File: config.mk
export PLATFORM = sky130hd
export DESIGN_NAME = xcvr_mode_ctrl
export DESIGN_NICKNAME = d
export VERILOG_FILES = /design/src/rtl/xcvr_mode_pkg.sv /design/src/rtl/xcvr_delay_timer.sv /design/src/rtl/xcvr_mode_decode.sv /design/src/rtl/xcvr_mode_ctrl.sv
export SDC_FILE = /design/constraint.sdc
export NUM_CORES = 1
export LEC_CHECK = 0
export BUFFER_PORTS_ARGS = -buffer_cell sky130_fd_sc_hd__buf_4
export CAP_MARGIN = 20
export CORE_AREA = 2 2 39 41
export DETAILED_ROUTE_END_ITERATION = 8
export DIE_AREA = 0 0 41 43
export GPL_TIMING_DRIVEN = 0
export PLACE_DENSITY_LB_ADDON = 0.2
export SYNTH_ARGS = -nofsm -noshare
export SYNTH_HDL_FRONTEND = slang
export SYNTH_SLANG_ARGS = --single-unit
File: constraint.sdc
create_clock -name clk -period 4.1 [get_ports clk]
set_clock_uncertainty 0.2 [all_clocks]
set_input_delay 0.41 -clock clk [delete_from_list [all_inputs] [get_ports clk]]
set_output_delay 0.41 -clock clk [all_outputs]
set_load 0.05 [all_outputs]
File: src/rtl/xcvr_mode_pkg.sv
package xcvr_mode_pkg;

    typedef enum logic [1:0] {
        MODE_OFF   = 2'b00,
        MODE_PRE   = 2'b01,
        MODE_RUN   = 2'b10,
        MODE_SLEEP = 2'b11
    } mode_t;

    typedef struct packed {
        mode_t mode;
        logic  wake_flag;
        logic  src_local;
        logic  sleep_pend;
        logic  en_prev;
    } ctl_state_t;

endpackage

File: src/rtl/xcvr_delay_timer.sv
module xcvr_delay_timer #(
    parameter int CNT_W = 3
) (
    input  logic             clk,
    input  logic             rst_n,
    input  logic             clear,
    input  logic             run,
    input  logic             tick,
    input  logic [CNT_W-1:0] limit,
    output logic             done
);

    logic [CNT_W-1:0] cnt_d, cnt_q;

    always_comb begin
        done  = run && tick && (cnt_q == limit - CNT_W'(1));
        cnt_d = cnt_q;
        if (clear) begin
            cnt_d = '0;
        end else if (run && tick) begin
            cnt_d = done ? '0 : cnt_q + CNT_W'(1);
        end
    end

    always_ff @(posedge clk or negedge rst_n) begin
        if (!rst_n) begin
            cnt_q <= '0;
        end else begin
            cnt_q <= cnt_d;
        end
    end

endmodule

File: src/rtl/xcvr_mode_decode.sv
module xcvr_mode_decode
    import xcvr_mode_pkg::*;
(
    input  mode_t mode,
    input  logic  wake_flag,
    input  logic  src_local,
    output logic  inh_on,
    output logic  tx_path_en,
    output logic  term_on,
    output logic  rxd_force_low,
    output logic  txd_strong_pd
);

    logic awake;

    always_comb begin
        awake         = (mode == MODE_PRE) || (mode == MODE_RUN);
        inh_on        = awake;
        term_on       = awake;
        tx_path_en    = (mode == MODE_RUN);
        rxd_force_low = (mode == MODE_PRE) && wake_flag;
        txd_strong_pd = (mode == MODE_PRE) && wake_flag && src_local;
    end

endmodule

File: src/rtl/xcvr_mode_ctrl.sv
module xcvr_mode_ctrl
    import xcvr_mode_pkg::*;
#(
    parameter int NORM_TICKS  = 4,
    parameter int SLEEP_TICKS = 3
) (
    input  logic       clk,
    input  logic       rst_n,
    input  logic       tick,
    input  logic       supply_ok,
    input  logic       en_pin,
    input  logic       txd_pin,
    input  logic       wake_remote,
    input  logic       wake_local,
    output logic [1:0] mode_o,
    output logic       inh_on,
    output logic       tx_path_en,
    output logic       term_on,
    output logic       rxd_force_low,
    output logic       txd_strong_pd
);

    localparam int MAX_TICKS = (NORM_TICKS > SLEEP_TICKS) ? NORM_TICKS : SLEEP_TICKS;
    localparam int CNT_W     = $clog2(MAX_TICKS + 1);
    localparam logic [CNT_W-1:0] NORM_LIM  = CNT_W'(NORM_TICKS);
    localparam logic [CNT_W-1:0] SLEEP_LIM = CNT_W'(SLEEP_TICKS);

    ctl_state_t st_d, st_q;

    logic             t_clear, t_run, t_done;
    logic [CNT_W-1:0] t_limit;
    logic             en_fall;

    // delay timer control derived from the registered state
    always_comb begin
        t_clear = 1'b1;
        t_run   = 1'b0;
        t_limit = NORM_LIM;
        if (supply_ok) begin
            case (st_q.mode)
                MODE_PRE: begin
                    t_run   = en_pin;
                    t_clear = !en_pin;
                end
                MODE_RUN: begin
                    t_limit = SLEEP_LIM;
                    t_run   = st_q.sleep_pend && !en_pin;
                    t_clear = !t_run;
                end
                default: ;
            endcase
        end
    end

    xcvr_delay_timer #(
        .CNT_W(CNT_W)
    ) timer_i (
        .clk  (clk),
        .rst_n(rst_n),
        .clear(t_clear),
        .run  (t_run),
        .tick (tick),
        .limit(t_limit),
        .done (t_done)
    );

    // next-state logic
    always_comb begin
        en_fall       = st_q.en_prev && !en_pin;
        st_d          = st_q;
        st_d.en_prev  = en_pin;
        if (!supply_ok) begin
            st_d.mode       = MODE_OFF;
            st_d.wake_flag  = 1'b0;
            st_d.src_local  = 1'b0;
            st_d.sleep_pend = 1'b0;
        end else begin
            case (st_q.mode)
                MODE_OFF: begin
                    st_d.mode       = MODE_PRE;
                    st_d.wake_flag  = 1'b0;
                    st_d.src_local  = 1'b0;
                    st_d.sleep_pend = 1'b0;
                end
                MODE_PRE: begin
                    if (en_pin) begin
                        st_d.wake_flag = 1'b0;
                        st_d.src_local = 1'b0;
                    end
                    if (t_done) begin
                        st_d.mode = MODE_RUN;
                    end
                end
                MODE_RUN: begin
                    if (en_fall && txd_pin) begin
                        st_d.sleep_pend = 1'b1;
                    end else if (en_pin) begin
                        st_d.sleep_pend = 1'b0;
                    end
                    if (t_done) begin
                        st_d.mode       = MODE_SLEEP;
                        st_d.sleep_pend = 1'b0;
                    end
                end
                MODE_SLEEP: begin
                    if (wake_local || wake_remote) begin
                        st_d.mode      = MODE_PRE;
                        st_d.wake_flag = 1'b1;
                        st_d.src_local = wake_local;
                    end
                end
                default: st_d.mode = MODE_OFF;
            endcase
        end
    end

    always_ff @(posedge clk or negedge rst_n) begin
        if (!rst_n) begin
            st_q <= '{mode: MODE_OFF, wake_flag: 1'b0, src_local: 1'b0,
                      sleep_pend: 1'b0, en_prev: 1'b0};
        end else begin
            st_q <= st_d;
        end
    end

    xcvr_mode_decode decode_i (
        .mode         (st_q.mode),
        .wake_flag    (st_q.wake_flag),
        .src_local    (st_q.src_local),
        .inh_on       (inh_on),
        .tx_path_en   (tx_path_en),
        .term_on      (term_on),
        .rxd_force_low(rxd_force_low),
        .txd_strong_pd(txd_strong_pd)
    );

    assign mode_o = st_q.mode;

endmodule

==> flow_summary.html <==
<table>
<tr><th>Metric</th><th>Value</th></tr>
<tr><th colspan="2">Floorplan</th></tr>
<tr><td>Number of top-level design ports</td><td>15</td></tr>
<tr><td>Core Box Area</td><td>0.001384 mm2</td></tr>
<tr><td>Overall die area</td><td>0.001763 mm2</td></tr>
<tr><td>Width of the die</td><td>41 um</td></tr>
<tr><td>Die boundary height</td><td>43 um</td></tr>
<tr><td>Effective utilization at floorplan</td><td>45.57%</td></tr>
<tr><td>Standard-cell row count</td><td>14</td></tr>
<tr><th colspan="2">Logic synthesis</th></tr>
<tr><td>Leading post-synthesis cells by cell area</td><td>sky130_fd_sc_hd__dfrtp_1, sky130_fd_sc_hd__ha_1, sky130_fd_sc_hd__mux2i_1</td></tr>
<tr><td>Post-synthesis net count</td><td>79</td></tr>
<tr><td>Seq cells post-synth</td><td>9</td></tr>
<tr><td>Fraction of the yosys area taken by sequential cells</td><td>35.71%</td></tr>
<tr><td>Synthesized area per cell</td><td>9.702 um2</td></tr>
<tr><td>Fraction of the mapped netlist area in compound gates</td><td>15.28%</td></tr>
<tr><td>Simple logic cell fraction of the synthesized area</td><td>22.62%</td></tr>
<tr><td>Share of async-settable or async-resettable flops after synthesis</td><td>100.0%</td></tr>
<tr><td>Share of synthesized area spent on multiplexers</td><td>6.548%</td></tr>
<tr><td>Yosys top cell by area</td><td>sky130_fd_sc_hd__dfrtp_1</td></tr>
<tr><td>Combinational family with the most area after synthesis</td><td>simple AND/OR/NAND/NOR gates</td></tr>
<tr><td>Xor and xnor area share after synthesis</td><td>1.389%</td></tr>
<tr><td>Unique masters post-synth</td><td>32</td></tr>
<tr><td>Prevailing post-synth register cell</td><td>sky130_fd_sc_hd__dfrtp_1</td></tr>
<tr><td>Gate Count Post-Synth</td><td>65</td></tr>
<tr><td>Share of synthesized cell area in full adder, half adder and majority cells</td><td>11.90%</td></tr>
<tr><td>Number of synthesized flops with an enable pin</td><td>0</td></tr>
<tr><td>Mapped Area</td><td>630.6 um2</td></tr>
<tr><td>Area share of the largest cell type after synthesis</td><td>35.71%</td></tr>
<tr><td>Warnings, synthesis</td><td>0</td></tr>
<tr><th colspan="2">STA</th></tr>
<tr><td>Post-route worst hold slack</td><td>0.08464 ns</td></tr>
<tr><td>Min Tclk post-route</td><td>2.127 ns</td></tr>
<tr><td>Max-slew violation total from the final report</td><td>0</td></tr>
<tr><td>Worst Tran Pin Value</td><td>0.2984 ns</td></tr>
<tr><td>Final setup viols</td><td>0</td></tr>
<tr><td>Final total negative setup slack</td><td>0 ns</td></tr>
<tr><td>Unrepaired setup endpoints after global routing</td><td>false</td></tr>
<tr><td>Maximum achievable frequency</td><td>470.2 MHz</td></tr>
<tr><td>Final setup margin</td><td>1.973 ns</td></tr>
<tr><td>Number of endpoints with negative hold slack in the final report</td><td>0</td></tr>
<tr><td>Worst slew slack as a fraction of its limit</td><td>79.99%</td></tr>
<tr><td>Final Cycle Share</td><td>51.88%</td></tr>
<tr><th colspan="2">Pwr</th></tr>
<tr><td>Leak</td><td>0.4019 nW</td></tr>
<tr><td>P per Cell Area</td><td>620.0 mW/mm2</td></tr>
<tr><td>Power Total</td><td>0.4911 mW</td></tr>
<tr><td>Highest ir drop seen on vdd</td><td>0.4312 mV</td></tr>
<tr><th colspan="2">Final layout</th></tr>
<tr><td>Net count, final</td><td>99</td></tr>
<tr><td>Final instance count without filler cells</td><td>100</td></tr>
<tr><td>Layout-stage area growth over the synthesis result</td><td>25.60%</td></tr>
<tr><td>Register Area</td><td>225.2 um2</td></tr>
<tr><td>Final Core Density</td><td>57.23%</td></tr>
<tr><td>Filler cells</td><td>136</td></tr>
<tr><td>Area of the multi-input gates</td><td>364.1 um2</td></tr>
<tr><td>Fin area</td><td>792.0 um2</td></tr>
<tr><td>Antenna diode count</td><td>0</td></tr>
<tr><td>Layout cells sized above 1</td><td>29.76%</td></tr>
<tr><th colspan="2">Clocking</th></tr>
<tr><td>TritonCTS Sinks</td><td>9</td></tr>
<tr><td>Root buffer selected by CTS</td><td>sky130_fd_sc_hd__clkbuf_4</td></tr>
<tr><td>Clock slew at the register clock pins of the worst setup and hold paths</td><td>0.06 ns</td></tr>
<tr><td>Post-CTS Setup Inserts</td><td>0</td></tr>
<tr><td>CTS H-Tree Depth</td><td>1</td></tr>
<tr><td>CTS resizes</td><td>0</td></tr>
<tr><td>Hold buffers post-CTS</td><td>1</td></tr>
<tr><td>CTS max path bufs</td><td>2</td></tr>
<tr><td>Later-pin clock latency in the skew report</td><td>0.27 ns</td></tr>
<tr><td>CTS tree</td><td>yes</td></tr>
<tr><td>Number of clock buffers inserted by TritonCTS</td><td>3</td></tr>
<tr><th colspan="2">Placed design</th></tr>
<tr><td>GPL Wtd Cong</td><td>0.7564</td></tr>
<tr><td>Count of placed standard cells including taps</td><td>95</td></tr>
<tr><td>Number of I/O port buffers</td><td>14</td></tr>
<tr><td>Placed instance area</td><td>755.7 um2</td></tr>
<tr><td>Worst slack at placement</td><td>2.080 ns</td></tr>
<tr><td>Post-detailed-placement half-perimeter wirelength</td><td>955.6 um</td></tr>
<tr><th colspan="2">GRT</th></tr>
<tr><td>Global-route wire length before repair</td><td>1945 um</td></tr>
<tr><td>Via count of the first global-routing pass</td><td>459</td></tr>
<tr><td>Total routing resource utilization after global routing</td><td>17.06%</td></tr>
<tr><td>Global route overflow</td><td>0</td></tr>
<tr><td>Initial antenna violation count</td><td>0</td></tr>
<tr><td>Pin count of the biggest net entering global routing</td><td>11</td></tr>
<tr><th colspan="2">Critical path</th></tr>
<tr><td>Maximum fanout count along the critical path</td><td>5</td></tr>
<tr><td>Start-to-end type of the worst setup path</td><td>reg -&gt; out</td></tr>
<tr><td>Data required time at the worst endpoint</td><td>3.49 ns</td></tr>
<tr><td>Largest stage delay on the critical path</td><td>0.41 ns</td></tr>
<tr><td>CP max-delay cell</td><td>sky130_fd_sc_hd__dfrtp_1</td></tr>
<tr><td>Sequence of cells on the critical path</td><td>inv_1 -&gt; ha_1 -&gt; buf_4 -&gt; buf_4</td></tr>
<tr><td>Crit start category</td><td>flop</td></tr>
<tr><td>Worst Path Arrival</td><td>1.52 ns</td></tr>
<tr><td>CP dominant cell by count</td><td>sky130_fd_sc_hd__buf_4</td></tr>
<tr><td>Critical Path End Type</td><td>output port</td></tr>
<tr><th colspan="2">Run status</th></tr>
<tr><td>Status</td><td>finished, final reports clean</td></tr>
<tr><th colspan="2">Job</th></tr>
<tr><td>MaxCap Viol Count</td><td>0</td></tr>
<tr><th colspan="2">Drt</th></tr>
<tr><td>Routed via count divided by cell count</td><td>5.210</td></tr>
<tr><td>Remaining antenna violation count</td><td>0</td></tr>
<tr><td>Wirelength per Cell</td><td>12.55 um</td></tr>
<tr><td>Final Routed Wirelength</td><td>1255 um</td></tr>
<tr><td>Drt first-iter violations</td><td>8</td></tr>
<tr><td>Total number of vias</td><td>521</td></tr>
<tr><td>Drt first pass iters</td><td>4</td></tr>
<tr><td>Total DRC errors in the routed layout</td><td>0</td></tr>
<tr><th colspan="2">Worst hold path</th></tr>
<tr><td>Worst hold path class</td><td>in -&gt; reg</td></tr>
</table>
worst paths after layout:
| path | startpoint | end | slack, ns | cells after the start |
|---|---|---|---|---|
| min in group asynchronous | rst_n | st_q[0] | 0.30 | 2 |
| max | mode_o[0] | term_on | 1.97 | 4 |
| min reg2reg | st_q[2] | st_q[2] | 0.28 | 1 |
| min | en_pin | st_q[0] | 0.08 | 1 |
| max in group asynchronous | rst_n | st_q[2] | 3.25 | 2 |
| max reg2reg | mode_o[0] | timer_i.cnt_q[0] | 2.03 | 6 |
area by class of cell:
| type | count | share of cell area, % |
|---|---|---|
| well taps | 16 | 2.528 |
| repair buffers | 15 | 14.53 |
| clock buffers | 4 | 3.318 |
| inverters | 2 | 0.9479 |
| flip-flops and latches | 9 | 28.44 |
| multi-input cells | 50 | 45.97 |
| plain buffers | 4 | 4.265 |
routing by layer:
layer,GRT usage (%),vias to the layer above,share of wire [%]
met5,0,-,0
met4,12.00,0,1.7
met3,3.141,4,5.6
met2,25.94,14,47
met1,20.33,240,46
li1,-,263,-
worst max-delay path: cells and delay by family (launching register included):
| kind | cells | cell delay, ns |
|---|---|---|
| fa+ha+maj | 1 | 0.38 |
| buf+inv | 3 | 0.46 |
| flops | 1 | 0.41 |
registers in the layout, summed over array words and instances, names as in the netlist:
| signal | count |
|---|---|
| st_q | 4 |
| timer_i.cnt_q | 3 |
| mode_o | 2 |
cells in the final DEF, fill, tap and decap left out, drive strengths merged, types with 2 or more instances in the layout:
cell type,n
a21boi,2
a21oi,2
and2,2
and3,2
buf,18
clkbuf,4
dfrtp,9
ha,6
inv,2
mux2i,3
nand2,5
nand3,2
nor2,2
nor2b,3
o21ai,7
logic make-up after synthesis:
logic type / Yosys count
AOI/OAI and AO/OA: 15
xor gates and xnor gates: 1
adders and majority gates: 6
buffers and inverters: 6
DFF: 9
muxes: 4
and+or+nand+nor: 24
synthesized netlist by cell type, types with 2 or more instances:
cell type	instances
sky130_fd_sc_hd__a21boi_1	2
sky130_fd_sc_hd__nor2_1	2
sky130_fd_sc_hd__nor2b_1	3
sky130_fd_sc_hd__nand2_1	5
sky130_fd_sc_hd__o21ai_0	5
sky130_fd_sc_hd__and3_1	2
sky130_fd_sc_hd__buf_4	3
sky130_fd_sc_hd__inv_1	2
sky130_fd_sc_hd__ha_1	6
sky130_fd_sc_hd__dfrtp_1	9
sky130_fd_sc_hd__a21oi_1	2
sky130_fd_sc_hd__nand3_1	2
sky130_fd_sc_hd__mux2i_1	3
power by group:
part / switching, mW / internal, mW
combinational: 0.196 / 0.111
sequential: 0.0129 / 0.102
clock: 0.0322 / 0.0376
total: 0.241 / 0.250
(Power assumes the default switching activity.)
